## src/rtl/tmr_pkg.sv

```systemverilog
package tmr_pkg;
    localparam int ADDR_W = 2;

    localparam logic [ADDR_W-1:0] A_STAT = 2'd0;
    localparam logic [ADDR_W-1:0] A_CTRL = 2'd1;
    localparam logic [ADDR_W-1:0] A_CNT  = 2'd2;

    localparam int B_TIE  = 0;
    localparam int B_FLAG = 2;
    localparam int B_MODE = 4;

    typedef enum logic [1:0] {
        SRC_4K  = 2'b00,
        SRC_64  = 2'b01,
        SRC_1   = 2'b10,
        SRC_MIN = 2'b11
    } src_e;

    typedef struct packed {
        logic en;
        src_e src;
        logic mode;
        logic tie;
        logic flag;
    } regs_t;
endpackage

```

## src/rtl/tmr_tsel.sv

```systemverilog
module tmr_tsel
    import tmr_pkg::*;
(
    input  logic       tick_4k_i,
    input  logic       tick_64_i,
    input  logic       tick_1_i,
    input  logic       tick_min_i,
    input  logic       tick_8k_i,
    input  logic       en_i,
    input  src_e       src_i,
    output logic       step_o,
    output logic       wtick_o
);
    localparam int NSRC = 4;
    logic [NSRC-1:0] tvec;

    always_comb begin
        tvec    = {tick_min_i, tick_1_i, tick_64_i, tick_4k_i};
        step_o  = en_i & tvec[src_i];
        wtick_o = (src_i == SRC_4K) ? tick_8k_i : tick_64_i;
    end
endmodule

```

## src/rtl/tmr_count.sv

```systemverilog
module tmr_count #(
    parameter int W = 8
) (
    input  logic         clk,
    input  logic         rst_n,
    input  logic         load_i,
    input  logic [W-1:0] load_val_i,
    input  logic         step_i,
    output logic [W-1:0] cnt_o,
    output logic [W-1:0] rel_o,
    output logic         hit_o
);
    typedef struct packed {
        logic [W-1:0] cnt;
        logic [W-1:0] rel;
    } cst_t;

    cst_t st_d, st_q;
    logic [W-1:0] base;

    always_comb begin
        st_d  = st_q;
        hit_o = 1'b0;
        base  = (st_q.cnt == '0) ? st_q.rel : st_q.cnt;
        if (load_i) begin
            st_d.cnt = load_val_i;
            st_d.rel = load_val_i;
        end else if (step_i && st_q.rel != '0) begin
            st_d.cnt = base - 1'b1;
            hit_o    = (base == W'(1));
        end
    end

    always_ff @(posedge clk) begin
        if (!rst_n) st_q <= '0;
        else        st_q <= st_d;
    end

    assign cnt_o = st_q.cnt;
    assign rel_o = st_q.rel;
endmodule

```

## src/rtl/tmr_pulse.sv

```systemverilog
module tmr_pulse (
    input  logic clk,
    input  logic rst_n,
    input  logic set_i,
    input  logic wtick_i,
    output logic pulse_o
);
    logic pulse_d, pulse_q;

    always_comb begin
        pulse_d = pulse_q;
        if (set_i)                 pulse_d = 1'b1;
        else if (pulse_q && wtick_i) pulse_d = 1'b0;
    end

    always_ff @(posedge clk) begin
        if (!rst_n) pulse_q <= 1'b0;
        else        pulse_q <= pulse_d;
    end

    assign pulse_o = pulse_q;
endmodule

```

## src/rtl/tmr_top.sv

```systemverilog
module tmr_top
    import tmr_pkg::*;
#(
    parameter int W = 8
) (
    input  logic              clk,
    input  logic              rst_n,
    input  logic              wr_en,
    input  logic [ADDR_W-1:0] wr_addr,
    input  logic [W-1:0]      wr_data,
    input  logic [ADDR_W-1:0] rd_addr,
    output logic [W-1:0]      rd_data,
    input  logic              tick_4k_i,
    input  logic              tick_64_i,
    input  logic              tick_1_i,
    input  logic              tick_min_i,
    input  logic              tick_8k_i,
    input  logic              alarm_irq_i,
    output logic              tmr_flag_o,
    output logic              irq_o
);
    localparam int B_EN = W - 1;

    regs_t    regs_d, regs_q;
    logic     step, wtick, hit, pulse, load;
    logic [W-1:0] cnt, rel;

    tmr_tsel u_tsel (
        .tick_4k_i (tick_4k_i),
        .tick_64_i (tick_64_i),
        .tick_1_i  (tick_1_i),
        .tick_min_i(tick_min_i),
        .tick_8k_i (tick_8k_i),
        .en_i      (regs_q.en),
        .src_i     (regs_q.src),
        .step_o    (step),
        .wtick_o   (wtick)
    );

    assign load = wr_en && (wr_addr == A_CNT);

    tmr_count #(.W(W)) u_cnt (
        .clk       (clk),
        .rst_n     (rst_n),
        .load_i    (load),
        .load_val_i(wr_data),
        .step_i    (step),
        .cnt_o     (cnt),
        .rel_o     (rel),
        .hit_o     (hit)
    );

    tmr_pulse u_pulse (
        .clk    (clk),
        .rst_n  (rst_n),
        .set_i  (hit),
        .wtick_i(wtick),
        .pulse_o(pulse)
    );

    always_comb begin
        regs_d = regs_q;
        if (wr_en && wr_addr == A_STAT) begin
            regs_d.mode = wr_data[B_MODE];
            regs_d.tie  = wr_data[B_TIE];
            regs_d.flag = regs_q.flag & wr_data[B_FLAG];
        end
        if (wr_en && wr_addr == A_CTRL) begin
            regs_d.en  = wr_data[B_EN];
            regs_d.src = src_e'(wr_data[1:0]);
        end
        if (hit) regs_d.flag = 1'b1;
    end

    always_ff @(posedge clk) begin
        if (!rst_n) regs_q <= '{en: 1'b0, src: SRC_MIN, mode: 1'b0, tie: 1'b0, flag: 1'b0};
        else        regs_q <= regs_d;
    end

    always_comb begin
        rd_data = '0;
        case (rd_addr)
            A_STAT: begin
                rd_data[B_MODE] = regs_q.mode;
                rd_data[B_FLAG] = regs_q.flag;
                rd_data[B_TIE]  = regs_q.tie;
            end
            A_CTRL: begin
                rd_data[B_EN]  = regs_q.en;
                rd_data[1:0]   = regs_q.src;
            end
            A_CNT:   rd_data = cnt;
            default: rd_data = '0;
        endcase
    end

    assign tmr_flag_o = regs_q.flag;
    assign irq_o = ((regs_q.mode ? pulse : regs_q.flag) & regs_q.tie) | alarm_irq_i;
endmodule

```

## config.mk

```make
export PLATFORM = sky130hd
export DESIGN_NAME = tmr_top
export DESIGN_NICKNAME = d
export VERILOG_FILES = /design/src/rtl/tmr_pkg.sv /design/src/rtl/tmr_tsel.sv /design/src/rtl/tmr_count.sv /design/src/rtl/tmr_pulse.sv /design/src/rtl/tmr_top.sv
export SDC_FILE = /design/constraint.sdc
export NUM_CORES = 1
export LEC_CHECK = 0
export ABC_AREA = 1
export BUFFER_PORTS_ARGS = -buffer_cell sky130_fd_sc_hd__buf_2
export CORE_ASPECT_RATIO = 1.2
export CORE_MARGIN = 5
export CORE_UTILIZATION = 35
export DETAILED_ROUTE_END_ITERATION = 7
export SLEW_MARGIN = 0
export SYNTH_ARGS = -nofsm -noshare
export SYNTH_HDL_FRONTEND = slang
export SYNTH_SLANG_ARGS = --single-unit
```

## constraint.sdc

```tcl
create_clock -name clk -period 2.6 [get_ports clk]
set_clock_uncertainty 0.2 [all_clocks]
set_input_delay 0.13 -clock clk [delete_from_list [all_inputs] [get_ports clk]]
set_output_delay 0.13 -clock clk [all_outputs]
set_load 0.02 [all_outputs]
```

==> impl_metrics.prom <==
# TYPE chip_impl_metric gauge
chip_impl_info{name="setup_crit_start",value="u_cnt.cnt_o[7]"} 1
chip_impl_info{name="worst_hold_check_path_type",value="input pin to register"} 1
chip_impl_metric{name="leakagePower",unit="nW"} 0.8928
chip_impl_info{name="timing_worst_setup_path_type",value="register to register"} 1
chip_impl_metric{name="routabilityCongestion",unit=""} 0.9034
chip_impl_metric{name="clock.fmax",unit="GHz"} 0.4759
chip_impl_metric{name="via_count",unit=""} 1631
chip_impl_metric{name="worst_ep_required_time",unit="ps"} 2600
chip_impl_info{name="status",value="complete, no violations"} 1
chip_impl_metric{name="die_area",unit="um^2"} 5582
chip_impl_metric{name="cts.reportedPaths.clkPinSlew",unit="ps"} 90
chip_impl_metric{name="core_area",unit="um^2"} 4004
chip_impl_metric{name="worst_skew_pair.late_latency",unit="ps"} 270
chip_impl_metric{name="area_delta_synth_final",unit="%"} 25.56
chip_impl_metric{name="number_of_antenna_cells_inserted",unit=""} 0
chip_impl_info{name="crit_path_start_kind",value="register"} 1
chip_impl_metric{name="grt.overflow.total",unit=""} 0
chip_impl_metric{name="power_per_cell_area",unit="nW/um^2"} 500.8
chip_impl_metric{name="yosysWarningCount",unit=""} 0
chip_impl_metric{name="dp.final_hpwl",unit="mm"} 3.232
chip_impl_info{name="rsz0062_at_grt",value="no"} 1
chip_impl_metric{name="firstDrtPassIters",unit=""} 4
chip_impl_metric{name="floorplan.initialDensity",unit=""} 0.3656
chip_impl_metric{name="detail_route.iter0.violations",unit=""} 63
chip_impl_info{name="critical_path.reg2reg.endpoint",value="u_cnt.cnt_o[4]"} 1
chip_impl_metric{name="io_pins",unit=""} 31
chip_impl_info{name="root_buffer_cell",value="clkbuf_8"} 1
chip_impl_metric{name="detail_route.wl_per_cell",unit="um"} 12.51
chip_impl_metric{name="fin_tns_setup",unit="ps"} 0
chip_impl_metric{name="via_per_inst",unit=""} 4.973
chip_impl_metric{name="vdd_drop_max",unit="mV"} 0.2527
chip_impl_metric{name="final-hold-violation-count",unit=""} 0
chip_impl_metric{name="cells_resized_by_post_cts_repair",unit=""} 0
chip_impl_metric{name="sinks_on_clock_net",unit=""} 23
chip_impl_metric{name="seq_area_frac_synth",unit=""} 0.3145
chip_impl_metric{name="detailed_place.area",unit="um^2"} 1669
chip_impl_metric{name="htreeDepth",unit=""} 1
chip_impl_info{name="whs_endpoint",value="regs_q[5]"} 1
chip_impl_metric{name="longest_clk_path_bufs",unit=""} 2
chip_impl_metric{name="syn-mean-instance-area",unit="um^2"} 6.337
chip_impl_metric{name="clock_power_share",unit=""} 0.255
chip_impl_metric{name="number_of_antenna_violations_at_the_first_check_in_global_routing",unit=""} 0
chip_impl_metric{name="layout_worst_path_cycle_share",unit=""} 0.8082
chip_impl_metric{name="number_of_nets_in_the_layout",unit=""} 302
chip_impl_metric{name="number_of_cell_rows",unit=""} 25
chip_impl_metric{name="multiInputGateArea",unit="um^2"} 837.1
chip_impl_metric{name="drive_gt1_frac",unit=""} 0.1788
chip_impl_metric{name="port_buffers",unit=""} 30
chip_impl_metric{name="tritoncts.num_buffers",unit=""} 3
chip_impl_metric{name="worst_slew_pin_slew",unit="ps"} 473.5
chip_impl_metric{name="layout.filler_cells",unit=""} 465
chip_impl_metric{name="die_width",unit="um"} 69.04
chip_impl_info{name="r2r_start",value="u_cnt.cnt_o[7]"} 1
chip_impl_metric{name="worstPathMaxFanout",unit=""} 6
chip_impl_metric{name="via_count_of_the_first_global_routing_pass",unit=""} 1591
chip_impl_metric{name="grt_start_max_net_pins",unit=""} 15
chip_impl_metric{name="ys_seq_elements",unit=""} 23
chip_impl_metric{name="syn_nets",unit=""} 258
chip_impl_metric{name="p_seq_frac",unit=""} 0.419
chip_impl_metric{name="grt_pass1_wl",unit="mm"} 6.996
chip_impl_metric{name="final_util",unit=""} 0.4591
chip_impl_metric{name="synth_cell_type_count",unit=""} 26
chip_impl_metric{name="netlist_area",unit="um^2"} 1464
chip_impl_metric{name="seqCellArea",unit="um^2"} 460.4
chip_impl_metric{name="postCtsSetupRepairBufs",unit=""} 0
chip_impl_info{name="endpoint_kind",value="register"} 1
chip_impl_metric{name="max_slew_violation_count",unit=""} 0
chip_impl_metric{name="die_height",unit="um"} 80.85
chip_impl_metric{name="final.hold.worst_slack",unit="ps"} 12.04
chip_impl_metric{name="track_usage",unit=""} 0.1527
chip_impl_metric{name="postRouteWirelength",unit="mm"} 4.103
chip_impl_metric{name="swShare",unit=""} 0.3571
chip_impl_metric{name="antenna_left",unit=""} 0
chip_impl_metric{name="critical_path_arrival",unit="ps"} 2100
chip_impl_metric{name="combPwrFrac",unit=""} 0.326
chip_impl_metric{name="worst_r2r_path_depth",unit=""} 12
chip_impl_metric{name="timing.slew.headroom",unit=""} 0.6840
chip_impl_metric{name="total_switching_power",unit="mW"} 0.3287
chip_impl_metric{name="setup_viol_count_final",unit=""} 0
chip_impl_metric{name="synth_cells",unit=""} 231
chip_impl_metric{name="hold-path-cell-count",unit=""} 3
chip_impl_metric{name="fin_crit",unit="ps"} 2101
chip_impl_info{name="cts_tree",value="built"} 1
chip_impl_info{name="min-delay-start",value="rst_n"} 1
chip_impl_metric{name="internal-power",unit="mW"} 0.5917
chip_impl_metric{name="finish.instance_area",unit="um^2"} 1838
chip_impl_metric{name="post_route_drc_violation_count",unit=""} 0
chip_impl_metric{name="regToRegSetupSlack",unit="ps"} 500
chip_impl_metric{name="drv.max_cap_violation_count",unit=""} 0
==> critical path, cell delays in order, from the launching register on <==
cell and delay [ps]:
dfxtp_1 360, nor2_1 100, nand2_1 110, nor2_2 310, nand2_4 80, nand2_4 90, ha_1 210, inv_1 60
nor2_1 160, nand2_1 70, nand2_1 60, nand3_1 70, a21oi_1 160
==> cell families (layout without fill, tap and decap cells) <==
logic type | Yosys count | after routing | synth area share
buf+inv | 42 | 85 | 0.1137
compound gates | 52 | 52 | 0.1983
simple gates | 108 | 108 | 0.3222
flops | 23 | 23 | 0.3145
fa+ha+maj | 6 | 6 | 0.05128
==> sequential cells by signal, summed over array words and instances, names as in the netlist <==
register and count:
u_cnt.rel_o 8, u_cnt.cnt_o 8, regs_q 5, tmr_flag_o 1, u_pulse.pulse_o 1
==> worst max-delay path by stage <==
stage,end,cells past startpoint,slack [ps]
final,u_cnt.cnt_o[4],12,500
after global routing,u_cnt.cnt_o[4],12,250
after CTS,u_cnt.cnt_o[4],12,510
after detailed placement,u_cnt.cnt_o[4],12,550
after global placement,u_cnt.cnt_o[6],9,590
after floorplan,u_cnt.cnt_o[4],12,750
==> timing repair <==
item	in CTS	in global routing
endpoints found under the setup margin	0	0
endpoints found under the hold margin	18	0
hold buffers	12	0
==> layout by cell type (no fill, tap or decap), types with 2 or more instances in the layout <==
cell type,instances
inv_1,37
a21oi_1,23
nand3_1,15
nor2_2,4
a31oi_1,2
nor2_1,17
a21oi_2,3
o21ai_0,16
nor3_1,3
clkbuf_8,3
o21bai_1,2
buf_2,30
o22ai_1,2
nand2_4,2
buf_4,2
nand2_2,2
nand2_1,61
dlygate4sd3_1,12
dfxtp_1,23
ha_1,6
nor4_1,2
==> synthesized netlist by cell type <==
cell / instances / share of area
nand2_1: 61 / 0.16
inv_1: 37 / 0.095
a21oi_1: 23 / 0.079
dfxtp_1: 23 / 0.31
nor2_1: 17 / 0.044
o21ai_0: 16 / 0.055
nand3_1: 15 / 0.051
ha_1: 6 / 0.051
nor2_2: 4 / 0.017
a21oi_2: 3 / 0.018
clkbuf_1: 3 / 0.0077
nor3_1: 3 / 0.010
a31oi_1: 2 / 0.0085
nand2_2: 2 / 0.0085
nand2_4: 2 / 0.015
nor4_1: 2 / 0.0085
o21bai_1: 2 / 0.010
o22ai_1: 2 / 0.0085
a21o_1: 1 / 0.0051
a31o_2: 1 / 0.0060
buf_2: 1 / 0.0034
buf_6: 1 / 0.0077
nand3_2: 1 / 0.0068
nand4_1: 1 / 0.0043
o211ai_1: 1 / 0.0051
o21ai_1: 1 / 0.0034
==> through the flow <==
step / std cells / total power, mW / setup slack, ps
2_1_floorplan: 231 / 0.6094 / 749.0
3_3_place_gp: 312 / 0.6795 / 592.0
3_5_place_dp: 312 / 0.6770 / 550.1
4_1_cts: 328 / 0.9223 / 509.9
5_1_grt: 328 / 0.9932 / 251.8
6_report: 328 / 0.9204 / 498.7
==> power by group through the flow <==
stage               combinational [mW]  clock (mW)  sequential, mW
global route                     0.345       0.261           0.388
floorplan                        0.222           0           0.387
global placement                 0.286           0           0.393
finish                           0.300       0.235           0.385
detailed placement               0.284           0           0.393
CTS                              0.299       0.239           0.385
==> per-layer routing <==
layer / GRT usage / part of all wire / wire length [um]
met5: 0 / 0 / 0
met1: 0.1683 / 0.43 / 1778
met2: 0.2996 / 0.51 / 2088
met3: 0.02104 / 0.038 / 156
met4: 0.05078 / 0.019 / 80
==> area by class of cell <==
| type | instances | share of cell area |
|---|---|---|
| Multi-Input combinational cell | 166 | 0.4554 |
| Sequential cell | 23 | 0.2505 |
| Timing Repair Buffer | 44 | 0.1552 |
| Inverter | 37 | 0.07556 |
| Tap cell | 54 | 0.03676 |
| Clock buffer | 3 | 0.02246 |
| Clock inverter | 1 | 0.004084 |
Power figures use the tool's default switching activity.
